## src/rtl/hazard_ctl.sv

```systemverilog
`timescale 1ns/1ps
module hazard_ctl #(
  parameter int RW  = 5,
  parameter int OPW = 3
) (
  input  logic [OPW-1:0] fd_op,
  input  logic [RW-1:0]  fd_rs1,
  input  logic [RW-1:0]  fd_rs2,
  input  logic [RW-1:0]  fd_rd,
  input  logic [OPW-1:0] dx_op,
  input  logic [RW-1:0]  dx_rs1,
  input  logic [RW-1:0]  dx_rs2,
  input  logic [RW-1:0]  dx_rd,
  input  logic [OPW-1:0] xm_op,
  input  logic [RW-1:0]  xm_rs2,
  input  logic [RW-1:0]  xm_rd,
  input  logic [OPW-1:0] mw_op,
  input  logic [RW-1:0]  mw_rd,
  input  logic [RW-1:0]  m1_rd,
  input  logic [RW-1:0]  m2_rd,
  input  logic [RW-1:0]  m3_rd,
  input  logic           br_taken,
  output logic [1:0]     fwd_a,
  output logic [1:0]     fwd_b,
  output logic           fwd_sd,
  output logic           pc_we,
  output logic           fd_we,
  output logic           fd_flush,
  output logic           dx_bubble
);
  localparam logic [OPW-1:0] OP_ALU = OPW'(1);
  localparam logic [OPW-1:0] OP_LD  = OPW'(2);
  localparam logic [OPW-1:0] OP_ST  = OPW'(3);
  localparam logic [OPW-1:0] OP_MUL = OPW'(5);
  localparam logic [1:0] SEL_XM = 2'd0;
  localparam logic [1:0] SEL_MW = 2'd1;
  localparam logic [1:0] SEL_RF = 2'd2;

  function automatic logic writes(input logic [OPW-1:0] op, input logic [RW-1:0] rd);
    return (rd != '0) && (op == OP_ALU || op == OP_LD || op == OP_MUL);
  endfunction

  function automatic logic reads(input logic [RW-1:0] rd, input logic [RW-1:0] s1,
                                 input logic [RW-1:0] s2);
    return (rd != '0) && (s1 == rd || s2 == rd);
  endfunction

  logic xm_wr, mw_wr, fd_wr, dx_mul;
  logic ld_use, mul_use, mpipe_use, port_clash, waw, stall, hold;

  assign xm_wr  = writes(xm_op, xm_rd);
  assign mw_wr  = writes(mw_op, mw_rd);
  assign fd_wr  = writes(fd_op, fd_rd);
  assign dx_mul = (dx_op == OP_MUL) && (dx_rd != '0);

  assign fwd_a = (xm_wr && dx_rs1 == xm_rd) ? SEL_XM :
                 (mw_wr && dx_rs1 == mw_rd) ? SEL_MW : SEL_RF;
  assign fwd_b = (xm_wr && dx_rs2 == xm_rd) ? SEL_XM :
                 (mw_wr && dx_rs2 == mw_rd) ? SEL_MW : SEL_RF;

  assign fwd_sd = (xm_op == OP_ST) && mw_wr && (xm_rs2 == mw_rd);

  assign ld_use = (dx_op == OP_LD) && (dx_rd != '0) &&
                  ((fd_rs1 == dx_rd) || ((fd_rs2 == dx_rd) && (fd_op != OP_ST)));
  assign mul_use    = dx_mul && reads(dx_rd, fd_rs1, fd_rs2);
  assign mpipe_use  = reads(m1_rd, fd_rs1, fd_rs2) || reads(m2_rd, fd_rs1, fd_rs2) ||
                      reads(m3_rd, fd_rs1, fd_rs2);
  assign port_clash = fd_wr && (fd_op != OP_MUL) && (m1_rd != '0);
  assign waw        = fd_wr && dx_mul && (fd_rd == dx_rd);

  assign stall = ld_use || mul_use || mpipe_use || port_clash || waw;
  assign hold  = stall && !br_taken;

  assign pc_we     = !hold;
  assign fd_we     = !hold;
  assign fd_flush  = br_taken;
  assign dx_bubble = hold || br_taken;

  always_comb begin
    if (fwd_a == SEL_XM)
      p_fwda_src_r1: assert (dx_rs1 == xm_rd && dx_rs1 != '0)
        else $error("fwd_a selects X/M without a match");
    if (fwd_b == SEL_MW)
      p_fwdb_src_r2: assert (dx_rs2 == mw_rd && dx_rs2 != '0)
        else $error("fwd_b selects M/W without a match");
    if (dx_rs1 == '0)
      p_zero_reg_r3: assert (fwd_a == SEL_RF)
        else $error("register 0 forwarded");
    if (dx_op == OP_LD && dx_rd != '0 && fd_rs1 == dx_rd && !br_taken)
      p_load_use_r4: assert (!pc_we && !fd_we && dx_bubble && !fd_flush)
        else $error("load-use not stalled");
    if (fwd_sd)
      p_sd_match_r5: assert (mw_rd != '0 && xm_rs2 == mw_rd)
        else $error("store data forwarded without match");
    if (m3_rd != '0 && fd_rs2 == m3_rd && !br_taken)
      p_mul_pipe_r7: assert (!fd_we && !pc_we)
        else $error("multiplier latch hit not stalled");
    if (br_taken)
      p_flush_wins_r10: assert (fd_flush && dx_bubble && pc_we && fd_we)
        else $error("branch flush incomplete");
  end
endmodule

```

## config.mk

```make
export PLATFORM = sky130hd
export DESIGN_NAME = hazard_ctl
export DESIGN_NICKNAME = d
export VERILOG_FILES = /design/src/rtl/hazard_ctl.sv
export SDC_FILE = /design/constraint.sdc
export NUM_CORES = 1
export LEC_CHECK = 0
export BUFFER_PORTS_ARGS = -buffer_cell sky130_fd_sc_hd__buf_2
export CAP_MARGIN = 20
export CORE_MARGIN = 2
export CORE_UTILIZATION = 30
export DETAILED_ROUTE_END_ITERATION = 12
export SYNTH_ARGS = -nofsm -noshare
export SYNTH_HDL_FRONTEND = slang
export SYNTH_SLANG_ARGS = --single-unit
```

## constraint.sdc

```tcl
create_clock -name vclk -period 2.01
set_clock_uncertainty 0.1 [all_clocks]
set_input_delay 0.3015 -clock vclk [all_inputs]
set_output_delay 0.3015 -clock vclk [all_outputs]
set_load 0.05 [all_outputs]
```

# Yosys cells after proc, flatten, opt, wreduce, memory -nomap -nowiden
# Cells that the tools add are included.
[word_totals] regBits=0 out_inout_bits=9
[op_classes] n_eq_ne=28 muxes=4 reduce_logical=50
[op_table] operator="$eq 5x5->1" n=14
[op_table] operator="$reduce_bool 5->1" n=7
[op_table] operator="$logic_and 1x1->1" n=23
[op_table] operator="$logic_or 1x1->1" n=18
[op_table] operator="$eq 3x2->1 const B" n=5
[op_table] operator="$eq 3x3->1 const B" n=4
[op_table] operator="$eq 3x1->1 const B" n=3
[op_table] operator="$mux 2" n=4
[op_table] operator="$ne 3x2->1 const B" n=1
[op_table] operator="$ne 3x3->1 const B" n=1
[op_table] operator="$logic_not 1->1" n=2

# Logic depth before layout (Yosys ltp)
# Gate-level depths: netlist of the first run.
[logic_depth] word_depth=10 mapped_depth=7 ltp_nobuf=5

# Least setup slack after synthesis of the first run
# No wires, ideal clock.
[synth_timing] path_type="in2out" startpoint="input m1_rd[1]" endpoint="output pc_we" arrival_time_ns=1.971 required_time_ns=1.609 setup_slack_ns=-0.362 stages=6 n_path_buf=1 cell_sequence="or4_1 -> nor2_1 -> o32a_2 -> a2bb2oi_2 -> a31o_1 -> buf_4"
[synth_via] elab_chain_cells=10
[synth_rtl] element="from (decl)" line="19" text="input logic [RW-1:0] m1_rd,"
[synth_rtl] element="$eq 5x5->1" line="45" text="return (rd != '0) && (s1 == rd || s2 == rd);"
[synth_rtl] element="$logic_or 1x1->1" line="45"
[synth_rtl] element="$logic_and 1x1->1" line="45"
[synth_rtl] element="$logic_or 1x1->1 (2 in a row)" line="66" text="assign mpipe_use = reads(m1_rd, fd_rs1, fd_rs2) || reads(m2_rd, fd_rs1, fd_rs2) ||"
[synth_rtl] element="$logic_or 1x1->1" line="71" text="assign stall = ld_use || mul_use || mpipe_use || port_clash || waw;"
[synth_rtl] element="$logic_or 1x1->1 * (2 in a row)" line="71"
[synth_rtl] element="$logic_and 1x1->1 *" line="72" text="assign hold = stall && !br_taken;"
[synth_rtl] element="$logic_not 1->1 *"
[synth_rtl] element="to (decl)" line="26" text="output logic pc_we,"
# Every way passes the cells marked *; elsewhere a longest branch is shown, timed or not.

# Worst setup path in the final report of the first run
[layout_timing] startpoint="input dx_rd[4]" endpoint="output pc_we"
[layout_via] elab_chain_cells=10
[layout_rtl] element="from (decl)" line="13" text="input logic [RW-1:0] dx_rd,"
[layout_rtl] element="$eq 5x5->1, on equally long branches"
[layout_rtl] element="$logic_and 1x1->1 or $logic_or 1x1->1 (tied branches)" line="64, 45"
[layout_rtl] element="$logic_or 1x1->1 or $logic_and 1x1->1 (tied branches)" line="64, 45"
[layout_rtl] element="$logic_and 1x1->1, on equally long branches" line="63, 65"
[layout_rtl] element="$logic_or 1x1->1 (3 in a row)" line="71"
[layout_rtl] element="$logic_or 1x1->1 *" line="71"
[layout_rtl] element="$logic_and 1x1->1 *" line="72"
[layout_rtl] element="$logic_not 1->1 *" line="74" text="assign pc_we = !hold;"
# Marked as above.

==> results.json, run 1 <==
{
  "dr_total_vias": 1396,
  "rsz0062_at_grt": "yes",
  "seq_cells": 0,
  "syn_area_per_cell_um2": 7.50,
  "drive_gt1_share_pct": 55.0,
  "powerDensity_nw_per_um2": 234,
  "crit_chain": "buf_6 > or4_4 > nor2_4 > o32a_4 > a2bb2oi_4 > a31o_4 > buf_8",
  "grt_pass1_vias": 1373,
  "hold_depth": 2,
  "synth_top_cells_by_count": "xnor2_1 (40), xor2_1 (30), nor2_1 (11)",
  "crit_type": "input port to output port",
  "seq_power_share_pct": 0,
  "antenna_cells": 0,
  "synthTopCellsByArea": "xnor2_1 (34%), xor2_1 (25%), or4_1 (5.0%)",
  "period_needed_ns": 2.12,
  "design.die.area_um2": 3960,
  "p_int_mw": 0.247,
  "crit_family": "simple AND/OR/NAND/NOR gates",
  "ir_drop_mv": 0.0955,
  "yosysWarnings": 0,
  "clock_buffers": 0,
  "firstDrtPassIters": 4,
  "pwr-share-clk_pct": 0,
  "die_h_um": 62.9,
  "portBuffers": 82,
  "grt.total_usage_pct": 17.9,
  "syn_nets": 212,
  "postRouteAntennaNets": 0,
  "max_stage_delay_ns": 0.54,
  "power_frac_comb_pct": 100.0,
  "slew_violations": 0,
  "cp_num_buf_inv": 2,
  "seqCellArea_um2": 0,
  "initial_utilization_pct": 31.2,
  "finalCritPeriodShare_pct": 106,
  "fp.dieW_um": 62.9,
  "core_area_um2": 3340,
  "rows": 21,
  "syn_area_um2": 1040,
  "antenna_found_initial": 0,
  "tightest_slew_ns": 0.390,
  "globalplace.congestion": 0.818,
  "status": "complete, but fails checks",
  "dp_cells": 295,
  "synth.distinct_cells": 27,
  "path_max_fanout": 3,
  "syn_to_final_growth_pct": 96.5,
  "grt_overflow": 0,
  "maxCapViolCount": 0,
  "max_slew_margin_pct": 73.8,
  "cp.required_ns": 1.61,
  "synth.top_cell.area_share_pct": 33.6,
  "p_leak_nw": 0.894,
  "final_cells": 297,
  "wl_per_cell_um": 12.9,
  "switching_share_pct": 48.5,
  "drt-total-wl_mm": 3.83,
  "fin_nets": 326,
  "endpoint_kind": "output port",
  "via_per_inst": 4.70,
  "hold_end": "fd_flush",
  "grt_first_pass_wirelength_mm": 5.97,
  "violations": "negative setup slack",
  "startpoint_type": "input port",
  "hold_viol_final": 0,
  "grt_max_degree": 5,
  "synth_seq_area_share_pct": 0,
  "critPathSlowestCell": "or4_4",
  "synth_cells": 139,
  "switchingPower_mw": 0.233,
  "multiInputGateArea_um2": 1220,
  "hold_buffers": 0,
  "drtIter0Drc": 14,
  "timing.final.ws_setup_ns": -0.111,
  "ioPinCount": 82,
  "hpwl_mm": 3.15,
  "p_total_mw": 0.479,
  "hp-start": "br_taken",
  "synth_top_area_cell": "xnor2_1",
  "hold_class": "input port to output port",
  "worstPathArrival_ns": 1.72,
  "num-fill-cells": 323,
  "setup_viol": 5,
  "route.detailed.drc": 0,
  "fin_util_pct": 61.4,
  "yosysMostFrequentCell": "xnor2_1",
  "fmax_mhz": 471
}
## power by group through the flow
stage	Clock [mW]	Combinational (mW)	Sequential (mW)
floorplan	0	0.206	0
global placement	0	0.399	0
detailed placement	0	0.403	0
CTS	0	0.437	0
global route	0	0.518	0
finish	0	0.479	0
## layout by cell type (no fill, tap or decap), drive strengths merged, types with 2 or more instances in the layout
cell / netlist / routed
a32oi: 2 / 2
nand4b: 2 / 2
o22ai: 3 / 3
nand3: 7 / 7
nor3b: 2 / 2
or4: 7 / 7
nor2: 11 / 11
nor3: 7 / 7
nor4: 4 / 4
nand4: 2 / 2
nand2: 3 / 3
xnor2: 40 / 40
buf: 2 / 115
xor2: 30 / 30
nor2b: 5 / 5
## kinds of logic after synthesis
| group | count (synthesis) | share of synthesized area, % |
|---|---|---|
| simple gates | 52 | 28.1 |
| mux | 1 | 1.08 |
| xor+xnor | 70 | 58.8 |
| compound gates | 13 | 10.2 |
| buf+inv | 3 | 1.80 |
## worst max-delay path by stage
| stage | from | to | cells past startpoint |
|---|---|---|---|
| floorplan | m1_rd[1] | dx_bubble | 5 |
| global placement | m1_rd[1] | pc_we | 7 |
| detailed placement | m1_rd[1] | fd_we | 7 |
| CTS | m1_rd[4] | fd_we | 7 |
| global route | m1_rd[2] | pc_we | 7 |
| finish | dx_rd[4] | pc_we | 7 |
## cell type report
class	count	area share (%)
multi-input combinational	136	59.4
tap	46	2.81
timing repair buffer	115	37.8
## metrics by stage
step	setup TNS [ns]	hold WS, ns	cell area (um^2)	setup WS (ns)
2_1_floorplan	-0.343	0.670	1070	-0.127
3_3_place_gp	-1.25	0.820	1750	-0.266
3_5_place_dp	-1.32	0.820	1750	-0.294
4_1_cts	-0.427	0.822	1870	-0.153
5_1_grt	-0.724	0.828	2050	-0.156
6_report	-0.379	0.823	2050	-0.111
## metal layers
metal / GRT usage [%] / vias to the layer above / routed length (um)
met5: 0 / - / 0
met4: 1.39 / 0 / 34
met3: 1.62 / 4 / 199
met2: 33.2 / 44 / 1950
met1: 23.1 / 628 / 1640
li1: - / 720 / -
## repair_timing
item | in CTS | in global routing
resized for setup | 27 | 35
endpoints found under the hold margin | 0 | 0
pin swaps | 7 | 13
setup buffers | 1 | 2
setup endpoints to repair | 7 | 8
Power figures use the tool's default switching activity.
==> inputs of run 2 (changes only) <==
==> constraint.sdc (replaced) <==
create_clock -name vclk -period 2.4
set_clock_uncertainty 0.1 [all_clocks]
set_input_delay 0.36 -clock vclk [all_inputs]
set_output_delay 0.36 -clock vclk [all_outputs]
set_load 0.05 [all_outputs]
==> run 2 against run 1 <==
Against the previous run: the run now ends clean; first-iteration DRC count up 140%; die area unchanged; worst hold slack better by 0.11 ns; count of clock-buffer cells in the layout is the same; power is 36% lower; routed wire length fell by 13%; global-route usage down 1.7 points; largest power group unchanged; highest routed layer is now met3.
==> results.json, run 2 (same netlist as run 1, synthesis figures left out) <==
{
  "hold_buffers": 0,
  "hold_class": "input port to output port",
  "rsz0062_at_grt": "no",
  "antenna_found_initial": 0,
  "ioPinCount": 82,
  "setup_viol": 0,
  "max_slew_margin_pct": 77.2,
  "firstDrtPassIters": 4,
  "placed_cell_area_um2": 1550,
  "grt.total_usage_pct": 16.2,
  "maxCapViolCount": 0,
  "drt-total-wl_mm": 3.32,
  "wl_per_cell_um": 12.2,
  "globalplace.congestion": 0.809,
  "setup-tns-final_ns": 0,
  "dr_total_vias": 1262,
  "seq_cells": 0,
  "ir_drop_mv": 0.0600,
  "most-common-layout-cells": "buf_2 (80), xnor2_1 (40), xor2_1 (30)",
  "syn_to_final_growth_pct": 49.8,
  "die_h_um": 62.9,
  "worstPathArrival_ns": 1.83,
  "tightest_slew_ns": 0.338,
  "final_cells": 272,
  "hold_viol_final": 0,
  "grt_pass1_vias": 1255,
  "period_needed_ns": 2.29,
  "finalInstanceArea_um2": 1560,
  "powerDensity_nw_per_um2": 197,
  "fmax_mhz": 437,
  "grt_first_pass_wirelength_mm": 5.43,
  "initial_utilization_pct": 31.2,
  "slew_violations": 0,
  "core_area_um2": 3340,
  "dp_cells": 272,
  "postRouteAntennaNets": 0,
  "drtIter0Drc": 34,
  "busiest_layer": "met2",
  "via_per_inst": 4.64,
  "met3_usage_pct": 1.08,
  "fp.dieW_um": 62.9,
  "design.die.area_um2": 3960,
  "seqCellArea_um2": 0,
  "path_max_fanout": 2,
  "finalCritPeriodShare_pct": 95.2,
  "status": "finished clean",
  "grt_overflow": 0,
  "fin_nets": 301,
  "gr-usage-met2_pct": 30.9,
  "grt_max_degree": 5,
  "clock_buffers": 0,
  "hpwl_mm": 2.95,
  "crit_type": "input port to output port",
  "p_leak_nw": 0.674,
  "cp.required_ns": 1.94,
  "startpoint_type": "input port",
  "drive_gt1_share_pct": 42.5,
  "antenna_cells": 0,
  "grt_use_met1_pct": 20.9,
  "layout_commonest_cell": "buf_2",
  "portBuffers": 82,
  "fin_util_pct": 46.8,
  "endpoint_kind": "output port",
  "rows": 21,
  "route.detailed.drc": 0,
  "p_total_mw": 0.307
}
## run 2: changes by cell type in the layout (fill, tap and decap cells not counted), moves of 3 or more
cell and delta:
buf_2 +13, buf_4 -23, buf_6 -13, buf_8 -4
nor2_4 -3, nor4_1 +4, nor4_4 -4, or4_1 +4
or4_4 -4
## run 2: final timing paths
kind	endpoint	cells after the start	start	slack, ns
worst max-delay path	fd_we	7	m1_rd[1]	0.11
worst min-delay path	fd_flush	2	br_taken	0.93
## run 2: report_power, final
part           internal, mW  switching, mW
Sequential                0              0
Combinational         0.149          0.158
Clock                     0              0
## run 2: through the flow
| step | hold WS [ns] | worst slack, ns |
|---|---|---|
| 3_5_place_dp | 0.937 | 0.0311 |
| 5_1_grt | 0.942 | 0.0222 |
| 2_1_floorplan | 0.787 | 0.0536 |
| 4_1_cts | 0.937 | 0.0298 |
| 6_report | 0.934 | 0.114 |
| 3_3_place_gp | 0.937 | 0.0367 |
## run 2: timing repair
item / CTS / global route
setup endpoints to repair: 0 / 2
resized for setup: 0 / 4
buffers inserted: 0 / 0
## run 2: worst max-delay path, stage by stage
cell	delay (ns)
buf_2	0.11
or4_1	0.53
nor2_2	0.13
o32a_2	0.16
a2bb2oi_2	0.14
a31o_2	0.17
clkbuf_4	0.22
## run 2: routing by layer
| layer | vias up | share of wire (%) |
|---|---|---|
| met5 | - | 0 |
| met4 | 0 | 0 |
| met3 | 0 | 4.9 |
| met2 | 32 | 51 |
| met1 | 560 | 44 |
| li1 | 670 | - |
## run 2: cell type report
type	instances	area, um^2
fillers	371	1780
repair buffers	90	475
multi-input cells	136	1030
well taps	46	57.6
==> inputs of run 3 (changes only) <==
--- a/config.mk
+++ b/config.mk
@@ -8,8 +8,9 @@
 export BUFFER_PORTS_ARGS = -buffer_cell sky130_fd_sc_hd__buf_2
 export CAP_MARGIN = 20
 export CORE_MARGIN = 2
-export CORE_UTILIZATION = 30
+export CORE_UTILIZATION = 42
 export DETAILED_ROUTE_END_ITERATION = 12
+export PLACE_DENSITY = 0.85
 export SYNTH_ARGS = -nofsm -noshare
 export SYNTH_HDL_FRONTEND = slang
 export SYNTH_SLANG_ARGS = --single-unit
==> run 3 against run 2 <==
Against the previous run: first-iteration DRC count fell by 59%; non-clock buffer count fell by 6; power fell by 2.1%; final cell count fell by 8.1%; worst hold slack improved by 0.016 ns; sequential share of layout area did not move; flip-flop and latch count did not move; highest routed layer is now met4.
==> results.json, run 3 (same netlist as run 1, synthesis figures left out) <==
{
  "route.detailed.drc": 0,
  "p_total_mw": 0.301,
  "timing.final.ws_setup_ns": 0.0725,
  "setup-tns-final_ns": 0,
  "p_leak_nw": 0.645,
  "dpl_worst_slack_ns": 0.0444,
  "hpwl_mm": 2.75,
  "clock_buffers": 0,
  "die_h_um": 53.8,
  "finalCritPeriodShare_pct": 97.0,
  "initial_utilization_pct": 43.3,
  "grt.total_usage_pct": 21.3,
  "dp_cells": 250,
  "worstPathArrival_ns": 1.87,
  "ir_drop_mv": 0.114,
  "cp_num_buf_inv": 2,
  "seqCellArea_um2": 0,
  "firstDrtPassIters": 4,
  "maxCapViolCount": 0,
  "drtIter0Drc": 14,
  "layout_commonest_cell": "buf_2",
  "num-fill-cells": 228,
  "grt_max_degree": 5,
  "drt-total-wl_mm": 3.11,
  "finalInstanceArea_um2": 1490,
  "grt_first_pass_wirelength_mm": 4.70,
  "max_stage_delay_ns": 0.55,
  "slew_violations": 0,
  "dr_total_vias": 1294,
  "postRouteAntennaNets": 0,
  "syn_to_final_growth_pct": 43.3,
  "core_area_um2": 2410,
  "max_slew_margin_pct": 77.6,
  "postCtsSetupBuffers": 0,
  "powerDensity_nw_per_um2": 201,
  "hold_viol_final": 0,
  "cts.repair.resized": 0,
  "fmax_mhz": 430,
  "most-common-layout-cells": "buf_2 (80), xnor2_1 (40), xor2_1 (30)",
  "portBuffers": 82,
  "grt_overflow": 0,
  "rows": 18,
  "grt_pass1_vias": 1179,
  "final_cells": 250,
  "placed_cell_area_um2": 1490,
  "crit_chain": "buf_2 > or4_1 > nor2_2 > o32a_2 > a2bb2oi_2 > a31o_2 > clkbuf_4",
  "hold_buffers": 0,
  "path_max_fanout": 3,
  "globalplace.congestion": 0.883,
  "wl_per_cell_um": 12.4,
  "cp.required_ns": 1.94,
  "crit_start": "m1_rd[1]",
  "startpoint_type": "input port",
  "crit_type": "input port to output port",
  "via_per_inst": 5.18,
  "critPathCapture": "fd_we",
  "fin_nets": 295,
  "endpoint_kind": "output port",
  "drive_gt1_share_pct": 40.5,
  "ioPinCount": 82,
  "whs_ns": 0.949,
  "period_needed_ns": 2.33,
  "status": "finished clean",
  "hp-start": "br_taken",
  "setup_viol": 0,
  "antenna_found_initial": 0,
  "tightest_slew_ns": 0.334,
  "fin_util_pct": 62.0,
  "design.die.area_um2": 2900,
  "seq_cells": 0,
  "crit_family": "simple AND/OR/NAND/NOR gates",
  "hold_class": "input port to output port",
  "critPathSlowestCell": "or4_1",
  "crit_cells": 7,
  "fp.dieW_um": 53.8,
  "antenna_cells": 0
}
-- run 3: changes by cell type in the layout (fill, tap and decap cells not counted) --
cell / delta
buf_4: -6
nor2_1: +1
nor2_2: -1
-- run 3: worst min-delay path by stage --
stage / slack (ns) / cells after the start / to
after detailed placement: 0.95 / 2 / fd_flush
after global placement: 0.95 / 2 / fd_flush
final: 0.95 / 2 / fd_flush
after floorplan: 0.79 / 1 / fd_flush
after CTS: 0.95 / 2 / fd_flush
after global routing: 0.97 / 2 / fd_flush
-- run 3: metal layers --
metal  vias to the layer above  wire (um)  track usage, %
li1                        658          -               -
met1                       579       1230            22.9
met2                        55       1640            45.1
met3                         2        235            1.11
met4                         0          6            2.14
met5                         -          0               0
-- run 3: layout make-up --
type / instances / area [um^2] / share of cell area, %
multi-input combinational: 136 / 1030 / 68.7
tap: 30 / 37.5 / 2.51
timing repair buffer: 84 / 430 / 28.8
-- run 3: power breakdown --
group	switching, mW	leakage (nW)	internal (mW)	total (mW)
clock network	0	0	0	0
registers	0	0	0	0
logic	0.158	0.645	0.143	0.301
